[src/rtl/ntree_arb_pkg.sv]
package ntree_arb_pkg;

  typedef enum logic {
    SIDE_LO = 1'b0,
    SIDE_HI = 1'b1
  } side_e;

  function automatic side_e pick_side(logic lo, logic hi, side_e last);
    if (lo && hi) return (last == SIDE_LO) ? SIDE_HI : SIDE_LO;
    if (hi)       return SIDE_HI;
    return SIDE_LO;
  endfunction

endpackage

[src/rtl/ntree_cell.sv]
module ntree_cell
  import ntree_arb_pkg::*;
(
  input  logic clk_i,
  input  logic rst_ni,
  input  logic req_lo_i,
  input  logic req_hi_i,
  input  logic gnt_i,
  output logic req_o,
  output logic gnt_lo_o,
  output logic gnt_hi_o
);

  side_e owner_q, last_q;
  logic  up_q;

  always_ff @(posedge clk_i or negedge rst_ni) begin
    if (!rst_ni) begin
      owner_q <= SIDE_LO;
      last_q  <= SIDE_HI;
      up_q    <= 1'b0;
    end else if (!gnt_i) begin
      // admission window: only while nothing is granted from above
      owner_q <= pick_side(req_lo_i, req_hi_i, last_q);
      up_q    <= req_lo_i | req_hi_i;
    end else begin
      // owner frozen; follow the owning daughter until it lets go
      last_q  <= owner_q;
      up_q    <= (owner_q == SIDE_LO) ? req_lo_i : req_hi_i;
    end
  end

  assign req_o    = up_q;
  assign gnt_lo_o = gnt_i & (owner_q == SIDE_LO) & req_lo_i;
  assign gnt_hi_o = gnt_i & (owner_q == SIDE_HI) & req_hi_i;

  // a cell's request may only rise out of an admission window
  assert_no_admit_under_grant_R7: assert property (@(posedge clk_i) disable iff (!rst_ni)
    $rose(req_o) |-> !$past(gnt_i));

endmodule

[src/rtl/ntree_arb.sv]
module ntree_arb #(
  parameter int N = 8
) (
  input  logic         clk_i,
  input  logic         rst_ni,
  input  logic [N-1:0] req_i,
  output logic [N-1:0] gnt_o,
  output logic         busy_o
);

  localparam int NODES = 2 * N - 1;

  // heap numbering: node 1 is the root, cell i has daughters 2i and 2i+1,
  // nodes N..2N-1 are the leaves
  logic [NODES:1] up_w;
  logic [NODES:1] gnt_w;

  assign up_w[NODES:N] = req_i;
  assign gnt_w[1]      = up_w[1];
  assign gnt_o         = gnt_w[NODES:N];
  assign busy_o        = up_w[1];

  for (genvar i = 1; i < N; i++) begin : g_cell
    ntree_cell u_cell (
      .clk_i    (clk_i),
      .rst_ni   (rst_ni),
      .req_lo_i (up_w[2*i]),
      .req_hi_i (up_w[2*i+1]),
      .gnt_i    (gnt_w[i]),
      .req_o    (up_w[i]),
      .gnt_lo_o (gnt_w[2*i]),
      .gnt_hi_o (gnt_w[2*i+1])
    );
  end

  assert_grant_onehot_R1: assert property (@(posedge clk_i) disable iff (!rst_ni)
    $onehot0(gnt_o));

  assert_grant_to_requester_R2: assert property (@(posedge clk_i) disable iff (!rst_ni)
    (gnt_o & ~req_i) == '0);

  assert_grant_held_R3: assert property (@(posedge clk_i) disable iff (!rst_ni)
    (|($past(gnt_o) & req_i)) |-> (gnt_o == $past(gnt_o) && busy_o));

  assert_new_grant_needs_release_R7: assert property (@(posedge clk_i) disable iff (!rst_ni)
    (|(gnt_o & ~$past(gnt_o))) |-> (busy_o && !$past(busy_o)));

  assert_busy_covers_grant_R9: assert property (@(posedge clk_i) disable iff (!rst_ni)
    (|gnt_o) |-> busy_o);

endmodule

[config.mk]
export PLATFORM = sky130hd
export DESIGN_NAME = ntree_arb
export DESIGN_NICKNAME = d
export VERILOG_FILES = /design/src/rtl/ntree_arb_pkg.sv /design/src/rtl/ntree_cell.sv /design/src/rtl/ntree_arb.sv
export SDC_FILE = /design/constraint.sdc
export NUM_CORES = 1
export LEC_CHECK = 0
export BUFFER_PORTS_ARGS = -buffer_cell sky130_fd_sc_hd__buf_2
export CAP_MARGIN = 25
export CELL_PAD_IN_SITES_DETAIL_PLACEMENT = 0
export CELL_PAD_IN_SITES_GLOBAL_PLACEMENT = 2
export CORE_ASPECT_RATIO = 0.7
export CORE_MARGIN = 8
export CORE_UTILIZATION = 30
export CTS_CLUSTER_SIZE = 12
export DETAILED_ROUTE_END_ITERATION = 6
export GPL_TIMING_DRIVEN = 0
export PLACE_DENSITY = 0.66
export SLEW_MARGIN = 20
export SYNTH_ARGS = -nofsm -noshare
export SYNTH_HDL_FRONTEND = slang
export SYNTH_HIERARCHICAL = 1
export SYNTH_SLANG_ARGS = --single-unit
export TNS_END_PERCENT = 100
[constraint.sdc]
create_clock -name clk_i -period 2 [get_ports clk_i]
set_input_delay 0.3 -clock clk_i [delete_from_list [all_inputs] [get_ports clk_i]]
set_output_delay 0.3 -clock clk_i [all_outputs]
set_load 0.005 [all_outputs]
==> results of run 1 <==
## power breakdown
part	switching, mW	leakage (nW)	internal [mW]
clock	0.126	0.0255	0.138
sequential	0.182	0.228	0.656
combinational	0.257	0.359	0.389
total	0.564	0.612	1.18
## metrics by stage
stage	instance area [sq um]	hold slack, ns	power, mW	cells
2_1_floorplan	1050	0.00441	1.25	99
3_3_place_gp	1200	0.285	1.38	167
3_5_place_dp	1200	0.285	1.39	167
4_1_cts	1270	0.309	1.71	172
5_1_grt	1310	0.325	1.90	174
6_report	1310	0.320	1.75	174
## sequential cells by signal, summed over array words and instances, names as in the netlist
register               cells
g_cell.u_cell/last_q       7
g_cell.u_cell/req_o        7
g_cell.u_cell/owner_q      7
## routing by layer
metal  routed length, um  global-route usage [%]  share of wire (%)  vias up
li1                    -                       -                  -      386
met1                 999                    9.50                 55      338
met2                 704                    9.02                 39       10
met3                  88                    2.74                4.8        2
met4                  31                    2.56                1.7        0
met5                   0                       0                  0        -
## placed cells by master, fill, tap and decap left out, types with 3 or more instances in the layout
master and count:
mux2_2 7, a21oi_1 7, mux2i_1 7, and3_2 5, dfstp_2 7, nand2_1 14
clkbuf_8 3, dfrtp_1 12, buf_2 18, nor2_4 3, a22o_2 7, buf_4 10
nor2b_1 7, nor2_1 11
## worst min-delay path by stage
stage / startpoint / to / slack [ns] / depth (start not counted)
floorplan: rst_ni / g_cell[1].u_cell/owner_q$_DFFE_PN0N_ / 0.004 / 0
global placement: rst_ni / g_cell[7].u_cell/owner_q$_DFFE_PN0N_ / 0.29 / 1
detailed placement: rst_ni / g_cell[7].u_cell/owner_q$_DFFE_PN0N_ / 0.28 / 1
CTS: req_i[5] / g_cell[6].u_cell/req_o$_DFF_PN0_ / 0.31 / 3
global route: req_i[5] / g_cell[6].u_cell/req_o$_DFF_PN0_ / 0.33 / 3
finish: req_i[5] / g_cell[6].u_cell/req_o$_DFF_PN0_ / 0.32 / 3
## worst max-delay path: stages (launching register included)
cell and delay (ns):
dfrtp_2 0.45, and3_4 0.21, and3_2 0.24, and3_2 0.20, buf_4 0.12, buf_2 0.11
## logic make-up after synthesis
group	count (synthesis)	synth area share, %
compound gates	14	10.0
buf+inv	8	5.72
simple gates	42	19.2
flops	21	50.9
mux	14	14.2
## final cells by class
cell class              instances  share of cell area, %
flip-flops and latches         21                   41.1
multi-input cells              70                   37.2
repair buffers                 21                   8.81
well taps                      50                   4.79
plain buffers                   8                   4.60
clock buffers                   3                   3.16
clock inverters                 1                  0.383
## what timing repair did
action,in CTS,in global routing
cloned,0,0
setup endpoints to repair,6,8
hold buffers,1,0
hold endpoints to repair,7,0
setup buffers,0,2
pin swaps,0,1
gates resized for setup,5,5
==> qor.txt, run 1 <==
Status -> finished, final reports clean
CP Max Fanout -> 7
Unrepaired setup endpoints after global routing -> no
Nets -> 135
R2R Setup Slk -> 0.54 ns
Synth cell types -> 11
CP arrival -> 1.58 ns
DR WL/cell -> 10.5 um
CTS tree -> yes
Root Buffer -> clkbuf_8
Area leader, netlist -> dfrtp_1
Die W -> 86.7 um
CTS HTree Levels -> 1
Overall routing resource usage -> 6.80%
Pleak -> 0.612 nW
Initial Util -> 30.5%
CP Launch Type -> flop
Synth Cell Area -> 1050 sq um
Ys flop type -> dfrtp_1
Die ar. -> 5680 sq um
VDD IR max -> 425 uV
Top post-synthesis cells by count -> 14 x dfrtp_1, 14 x nand2_1, 14 x nor2_1
Dpl ws -> 0.0639 ns
Antenna-violating nets left -> 0
Post-Syn Nets -> 109
Req. time, crit path -> 1.70 ns
Clock skew -> 0.00158 ns
Total clock buffers created by CTS -> 3
Crit. End Element -> output port
R2R depth -> 6
Clock Pin Slew Worst Setup and Hold Paths -> 0.07 ns
Initial antenna violation count -> 0
Relative slew slack -> 67.8%
Grt ovf -> 0
Routability Congestion -> 0.674
First-pass GRT wire length -> 3.11 mm
Vias in the first global route -> 661
Synth area leaders -> dfrtp_1 33%, dfstp_2 18%, mux2_2 7.5%
Reg area -> 537 sq um
# DRC -> 0
Final Util -> 37.9%
RR Endpoint -> g_cell[4].u_cell/last_q$_DFFE_PN1P_
Total core area -> 3450 sq um
Hold Vio Cnt, Final -> 0
Synth Warn # -> 6
Power Dens Cells -> 1340 nW/um^2
Post-synth EDFFs -> 0
Clock Path Buffers -> 2
Fillers -> 369
Worst Hold Class -> in2reg
DRT Pass-1 Iters -> 4
Vias per Instance -> 4.23
Ys async rst share -> 100%
Final min period -> 1.88 ns
Setup crit end -> gnt_o[7]
Number of port buffers -> 18
Mapped Cells -> 99
Antenna diodes -> 0
Yosys top cell area share -> 33.4%
Skew-Pair Late Insertion Delay -> 0.25 ns
Area taken by multi-input logic gates -> 485 sq um
Ports -> 19
Post-Syn Area per Cell -> 10.6 sq um
Slew Viols, Final -> 0
Routed WL -> 1.82 mm
Clock sinks -> 21
Start point of the critical path -> g_cell[1].u_cell/req_o$_DFF_PN0_
Flops & latches, synth -> 21
Synthesis-to-finish area growth -> 24.4%
Rows -> 18
Reg-to-reg startpoint -> g_cell[1].u_cell/req_o$_DFF_PN0_
Critical path class -> reg2out
Share of layout cells above drive strength 1 -> 52.4%
Seq/Total Area, Yosys -> 50.9%
Final worst-path cycle share -> 94.2%
Fmax -> 531 MHz
Chip height -> 65.5 um
Via Count -> 736
Worst-Margin Slew -> 0.483 ns
Final setup margin -> 0.116 ns
Total Negative Setup Slacks -> 0 ns
Initial DRC count -> 14
Final HPWL DP -> 1.34 mm
Largest net degree at the start of global routing -> 22
Number of max-cap violations -> 0
Setup Viol. Count Final -> 0
No activity file was read; power rests on OpenSTA's default activity.
==> run 2, diff against run 1 <==
- clock period: 2 -> 2.2 ns (I/O delays scaled with it)
==> qor.txt, run 2 (synthesis results as in run 1) <==
Status -> finished, final reports clean
Routed WL -> 1.79 mm
Final worst-path cycle share -> 91.3%
Die ar. -> 5680 sq um
Unrepaired setup endpoints after global routing -> no
RR Endpoint -> g_cell[6].u_cell/last_q$_DFFE_PN1P_
Rows -> 18
Fmax -> 498 MHz
Ports -> 19
Root Buffer -> clkbuf_8
Critical path class -> reg2out
CP Launch Type -> flop
CTS tree -> yes
R2R Setup Slk -> 0.74 ns
Initial DRC count -> 16
DR WL/cell -> 10.5 um
Setup Viol. Count Final -> 0
Total Negative Setup Slacks -> 0 ns
Most frequent cells in the layout -> 18 x buf_2, 14 x nand2_1, 14 x dfrtp_1
Largest net degree at the start of global routing -> 22
Clock Pin Slew Worst Setup and Hold Paths -> 0.07 ns
Routability Congestion -> 0.674
Post-CTS setup buffers -> 0
Die W -> 86.7 um
Area taken by multi-input logic gates -> 473 sq um
VDD IR max -> 386 uV
Commonest non-fill, non-tap cell in the layout -> buf_2
Clock sinks -> 21
Number of port buffers -> 18
Worst-Margin Slew -> 0.480 ns
Vias in the first global route -> 655
Reg area -> 534 sq um
Total clock buffers created by CTS -> 3
Fillers -> 365
Antenna-violating nets left -> 0
Pleak -> 0.601 nW
# DRC -> 0
Reg-to-reg startpoint -> g_cell[1].u_cell/owner_q$_DFFE_PN0N_
Skew-Pair Late Insertion Delay -> 0.25 ns
R2R depth -> 4
Overall routing resource usage -> 6.80%
Initial Util -> 30.5%
Synthesis-to-finish area growth -> 20.6%
CP arrival -> 1.68 ns
Vias per Instance -> 4.27
Slew Viols, Final -> 0
Final min period -> 2.01 ns
Power Dens Cells -> 1210 nW/um^2
Clock Path Buffers -> 2
Hold Vio Cnt, Final -> 0
Number of max-cap violations -> 0
Initial antenna violation count -> 0
DRT Pass-1 Iters -> 4
CP Max Fanout -> 6
CTS HTree Levels -> 1
Chip height -> 65.5 um
Grt ovf -> 0
Hold slack -> 0.0279 ns
CTS hold repair buffers -> 0
Final HPWL DP -> 1.34 mm
Crit. End Element -> output port
Via Count -> 731
Clock skew -> 0.00172 ns
Relative slew slack -> 68.0%
Nets -> 132
Total core area -> 3450 sq um
Req. time, crit path -> 1.87 ns
First-pass GRT wire length -> 3.10 mm
Worst Hold Class -> in2async
Share of layout cells above drive strength 1 -> 50.4%
Antenna diodes -> 0
-- run 2: what timing repair did --
| item | CTS | global route |
|---|---|---|
| gates resized for setup | 1 | 4 |
| gates cloned | 0 | 0 |
| endpoints found under the setup margin | 2 | 5 |
-- run 2: per-layer routing --
| layer | up-vias | wire (um) | GRT usage (%) |
|---|---|---|---|
| met1 | 342 | 979 | 9.65 |
| li1 | 377 | - | - |
| met2 | 10 | 693 | 8.83 |
| met5 | - | 0 | 0 |
| met4 | 0 | 31 | 2.56 |
| met3 | 2 | 88 | 2.74 |
-- run 2: power breakdown --
part | internal (mW) | switching [mW] | total, mW
Sequential | 0.593 | 0.159 | 0.753
Combinational | 0.317 | 0.222 | 0.539
Clock | 0.126 | 0.114 | 0.240
-- run 2: critical path, cell delays in order, from the launching register on --
cell and delay [ns]:
dfrtp_1 0.47, and3_2 0.29, nand2_1 0.08, nor2_2 0.19, and3_2 0.21, buf_4 0.09, buf_2 0.10
-- run 2: worst max-delay path by stage --
stage	cells after the start	to	start	slack, ns
after detailed placement	7	gnt_o[1]	g_cell[1].u_cell/req_o$_DFF_PN0_	0.23
after CTS	7	gnt_o[1]	g_cell[1].u_cell/req_o$_DFF_PN0_	0.04
after global placement	7	gnt_o[1]	g_cell[1].u_cell/req_o$_DFF_PN0_	0.24
final	6	gnt_o[5]	g_cell[1].u_cell/owner_q$_DFFE_PN0N_	0.19
after global routing	7	gnt_o[4]	g_cell[1].u_cell/owner_q$_DFFE_PN0N_	0.02
after floorplan	6	gnt_o[1]	g_cell[1].u_cell/req_o$_DFF_PN0_	0.54
-- run 2: cell type report --
class                           count  area share (%)
Buffer                              8            4.74
Clock buffer                        3            3.26
Clock inverter                      1           0.395
Multi-Input combinational cell     70            37.4
Sequential cell                    21            42.2
Tap cell                           50            4.94
Timing Repair Buffer               18            7.11
-- run 2: per-stage QoR --
stage               cell area [sq um]  setup WS, ns  total power, mW  instances  util [%]
floorplan                        1050         0.536             1.14         99         -
global placement                 1200         0.244             1.25        167      34.9
detailed placement               1200         0.234             1.26        167      34.9
CTS                              1250        0.0361             1.53        171      36.3
global route                     1270        0.0232             1.67        171      36.7
finish                           1270         0.191             1.53        171      36.7
==> run 3, diff against run 2 <==
- SYNTH_HIERARCHICAL: 1 -> not set
- clock period: 2.2 -> 2.4 ns (I/O delays scaled with it)
==> qor.txt, run 3 <==
Status -> finished, final reports clean
Post-Syn Nets -> 116
Seq pwr share -> 46.1%
Tot Pwr -> 1.45 mW
Synth cell types -> 32
Worst Hold Class -> in2async
Design Area, Final -> 1290 sq um
Comb power frac -> 38.2%
Slew Viols, Final -> 0
Total core area -> 3510 sq um
Overall routing resource usage -> 8.75%
Final min period -> 2.07 ns
Number of port buffers -> 18
Ports -> 19
Post-synth EDFFs -> 0
DR WL/cell -> 12.5 um
Final worst-path cycle share -> 86.3%
Largest stage delay on the critical path -> 0.47 ns
Flops & latches, synth -> 21
Chip height -> 66.5 um
Synth Warn # -> 0
Clock Pin Slew Worst Setup and Hold Paths -> 0.07 ns
Unrepaired setup endpoints after global routing -> no
Vias in the first global route -> 847
Total clock buffers created by CTS -> 3
Resize count post-CTS -> 0
Synth Cell Area -> 1090 sq um
Relative slew slack -> 68.2%
Pleak -> 0.589 nW
Yosys top cell area share -> 32.1%
Hold Vio Cnt, Final -> 0
Top post-synthesis cells by count -> 18 x nand2_1, 14 x dfrtp_1, 9 x buf_4
First-pass GRT wire length -> 4.02 mm
Slowest CP cell -> dfrtp_1
Ys flop type -> dfrtp_1
Critical path class -> reg2out
Antenna diodes -> 0
Die ar. -> 5850 sq um
Ys async rst share -> 100%
Most frequent cells in the layout -> 18 x nand2_1, 18 x buf_2, 14 x dfrtp_1
CP cell instances -> nand3b_4 -> buf_6 -> or2_4 -> nor3b_2 -> buf_4 -> buf_2
Synthesis-to-finish area growth -> 18.1%
Area leader, netlist -> dfrtp_1
Fillers -> 377
Nets -> 139
Worst path top cell family by delay -> simple AND/OR/NAND/NOR gates
Vias per Instance -> 4.58
Crit. End Element -> output port
Antenna-violating nets left -> 0
CP Launch Type -> flop
Mapped Cells -> 106
Post-Syn Area per Cell -> 10.3 sq um
CTS tree -> yes
Hold slack -> 0.0510 ns
DRT Pass-1 Iters -> 5
Clock skew -> 0.00175 ns
Root Buffer -> clkbuf_8
Rows -> 18
VDD IR max -> 384 uV
Clock sinks -> 21
Largest net degree at the start of global routing -> 22
DP Area -> 1240 sq um
Post-Place Cells -> 174
CTS HTree Levels -> 1
Most frequent cell after synthesis -> nand2_1
Initial Util -> 31.1%
Post-CTS setup buffers -> 0
Reg area -> 534 sq um
CP arrival -> 1.71 ns
CTS hold repair buffers -> 0
Routed WL -> 2.23 mm
Buf+Inv Stages, Crit Path -> 3
Switching Fraction -> 36.2%
Initial DRC count -> 53
Grt ovf -> 0
Die W -> 88.1 um
Final HPWL DP -> 1.69 mm
Share of layout cells above drive strength 1 -> 35.9%
Number of max-cap violations -> 0
P_int -> 928 uW
Dpl ws -> 0.603 ns
Initial antenna violation count -> 0
Skew-Pair Late Insertion Delay -> 0.26 ns
CP Max Fanout -> 10
Power Dens Cells -> 1130 nW/um^2
Via Count -> 816
Synth area leaders -> dfrtp_1 32%, dfstp_2 17%, buf_4 6.2%
Routability Congestion -> 0.740
Seq/Total Area, Yosys -> 49.0%
Req. time, crit path -> 2.04 ns
Final setup margin -> 0.330 ns
Clock power share -> 15.8%
Fmax -> 483 MHz
Clock Path Buffers -> 2
# DRC -> 0
Finished Layout Cells -> 178
Area taken by multi-input logic gates -> 467 sq um
Setup Viol. Count Final -> 0
Worst-Margin Slew -> 0.477 ns
Total Negative Setup Slacks -> 0 ns
Switching power -> 526 uW
Final Util -> 36.7%
run 3: cell count changes after synthesis, moves of 4 or more:
cell,delta
and3_2,-6
o31a_1,+4
nor2_1,-9
nand2_1,+4
mux2_2,-7
o21ai_0,+4
a22o_2,-7
mux2i_1,-6
a21oi_1,-5
nor2b_1,-7
nand3_1,+5
run 3: kinds of logic (layout without fill, tap and decap cells):
| kind of cell | Yosys count | in the layout | synth area share, % |
|---|---|---|---|
| mux | 1 | 1 | 0.917 |
| buf+inv | 13 | 35 | 8.26 |
| simple gates | 48 | 48 | 25.5 |
| compound gates | 23 | 23 | 16.4 |
| flops | 21 | 21 | 49.0 |
run 3: power groups by stage:
stage,Sequential [mW],Combinational [mW],Clock [mW]
CTS,0.672,0.563,0.241
detailed placement,0.677,0.561,0
global route,0.696,0.643,0.255
global placement,0.673,0.549,0
finish,0.669,0.555,0.229
floorplan,0.640,0.443,0
run 3: final timing paths:
path	start	slack, ns	end	depth (start not counted)
max	g_cell[1].u_cell.owner_q$_DFFE_PN0N_	0.33	gnt_o[2]	6
min in group clk_i	req_i[2]	0.35	g_cell[5].u_cell.req_o$_DFF_PN0_	2
min	rst_ni	0.05	g_cell[7].u_cell.req_o$_DFF_PN0_	1
max in group asynchronous	rst_ni	2.00	g_cell[4].u_cell.last_q$_DFFE_PN1P_	1
max reg2reg	g_cell[1].u_cell.owner_q$_DFFE_PN0N_	1.01	g_cell[5].u_cell.owner_q$_DFFE_PN0N_	4
min reg2reg	g_cell[3].u_cell.last_q$_DFFE_PN1P_	0.47	g_cell[3].u_cell.last_q$_DFFE_PN1P_	2
run 3: routing by layer:
| layer | GRT usage, % | share of wire (%) |
|---|---|---|
| met5 | 0 | 0 |
| met4 | 1.26 | 0 |
| met3 | 3.32 | 4.4 |
| met2 | 13.2 | 43 |
| met1 | 11.8 | 53 |
run 3: cell type report:
| cell class | count | area share (%) |
|---|---|---|
| Timing Repair Buffer | 18 | 6.99 |
| Buffer | 10 | 6.12 |
| Tap cell | 50 | 4.85 |
| Sequential cell | 21 | 41.5 |
| Inverter | 3 | 0.874 |
| Multi-Input combinational cell | 72 | 36.2 |
| Clock buffer | 4 | 3.50 |
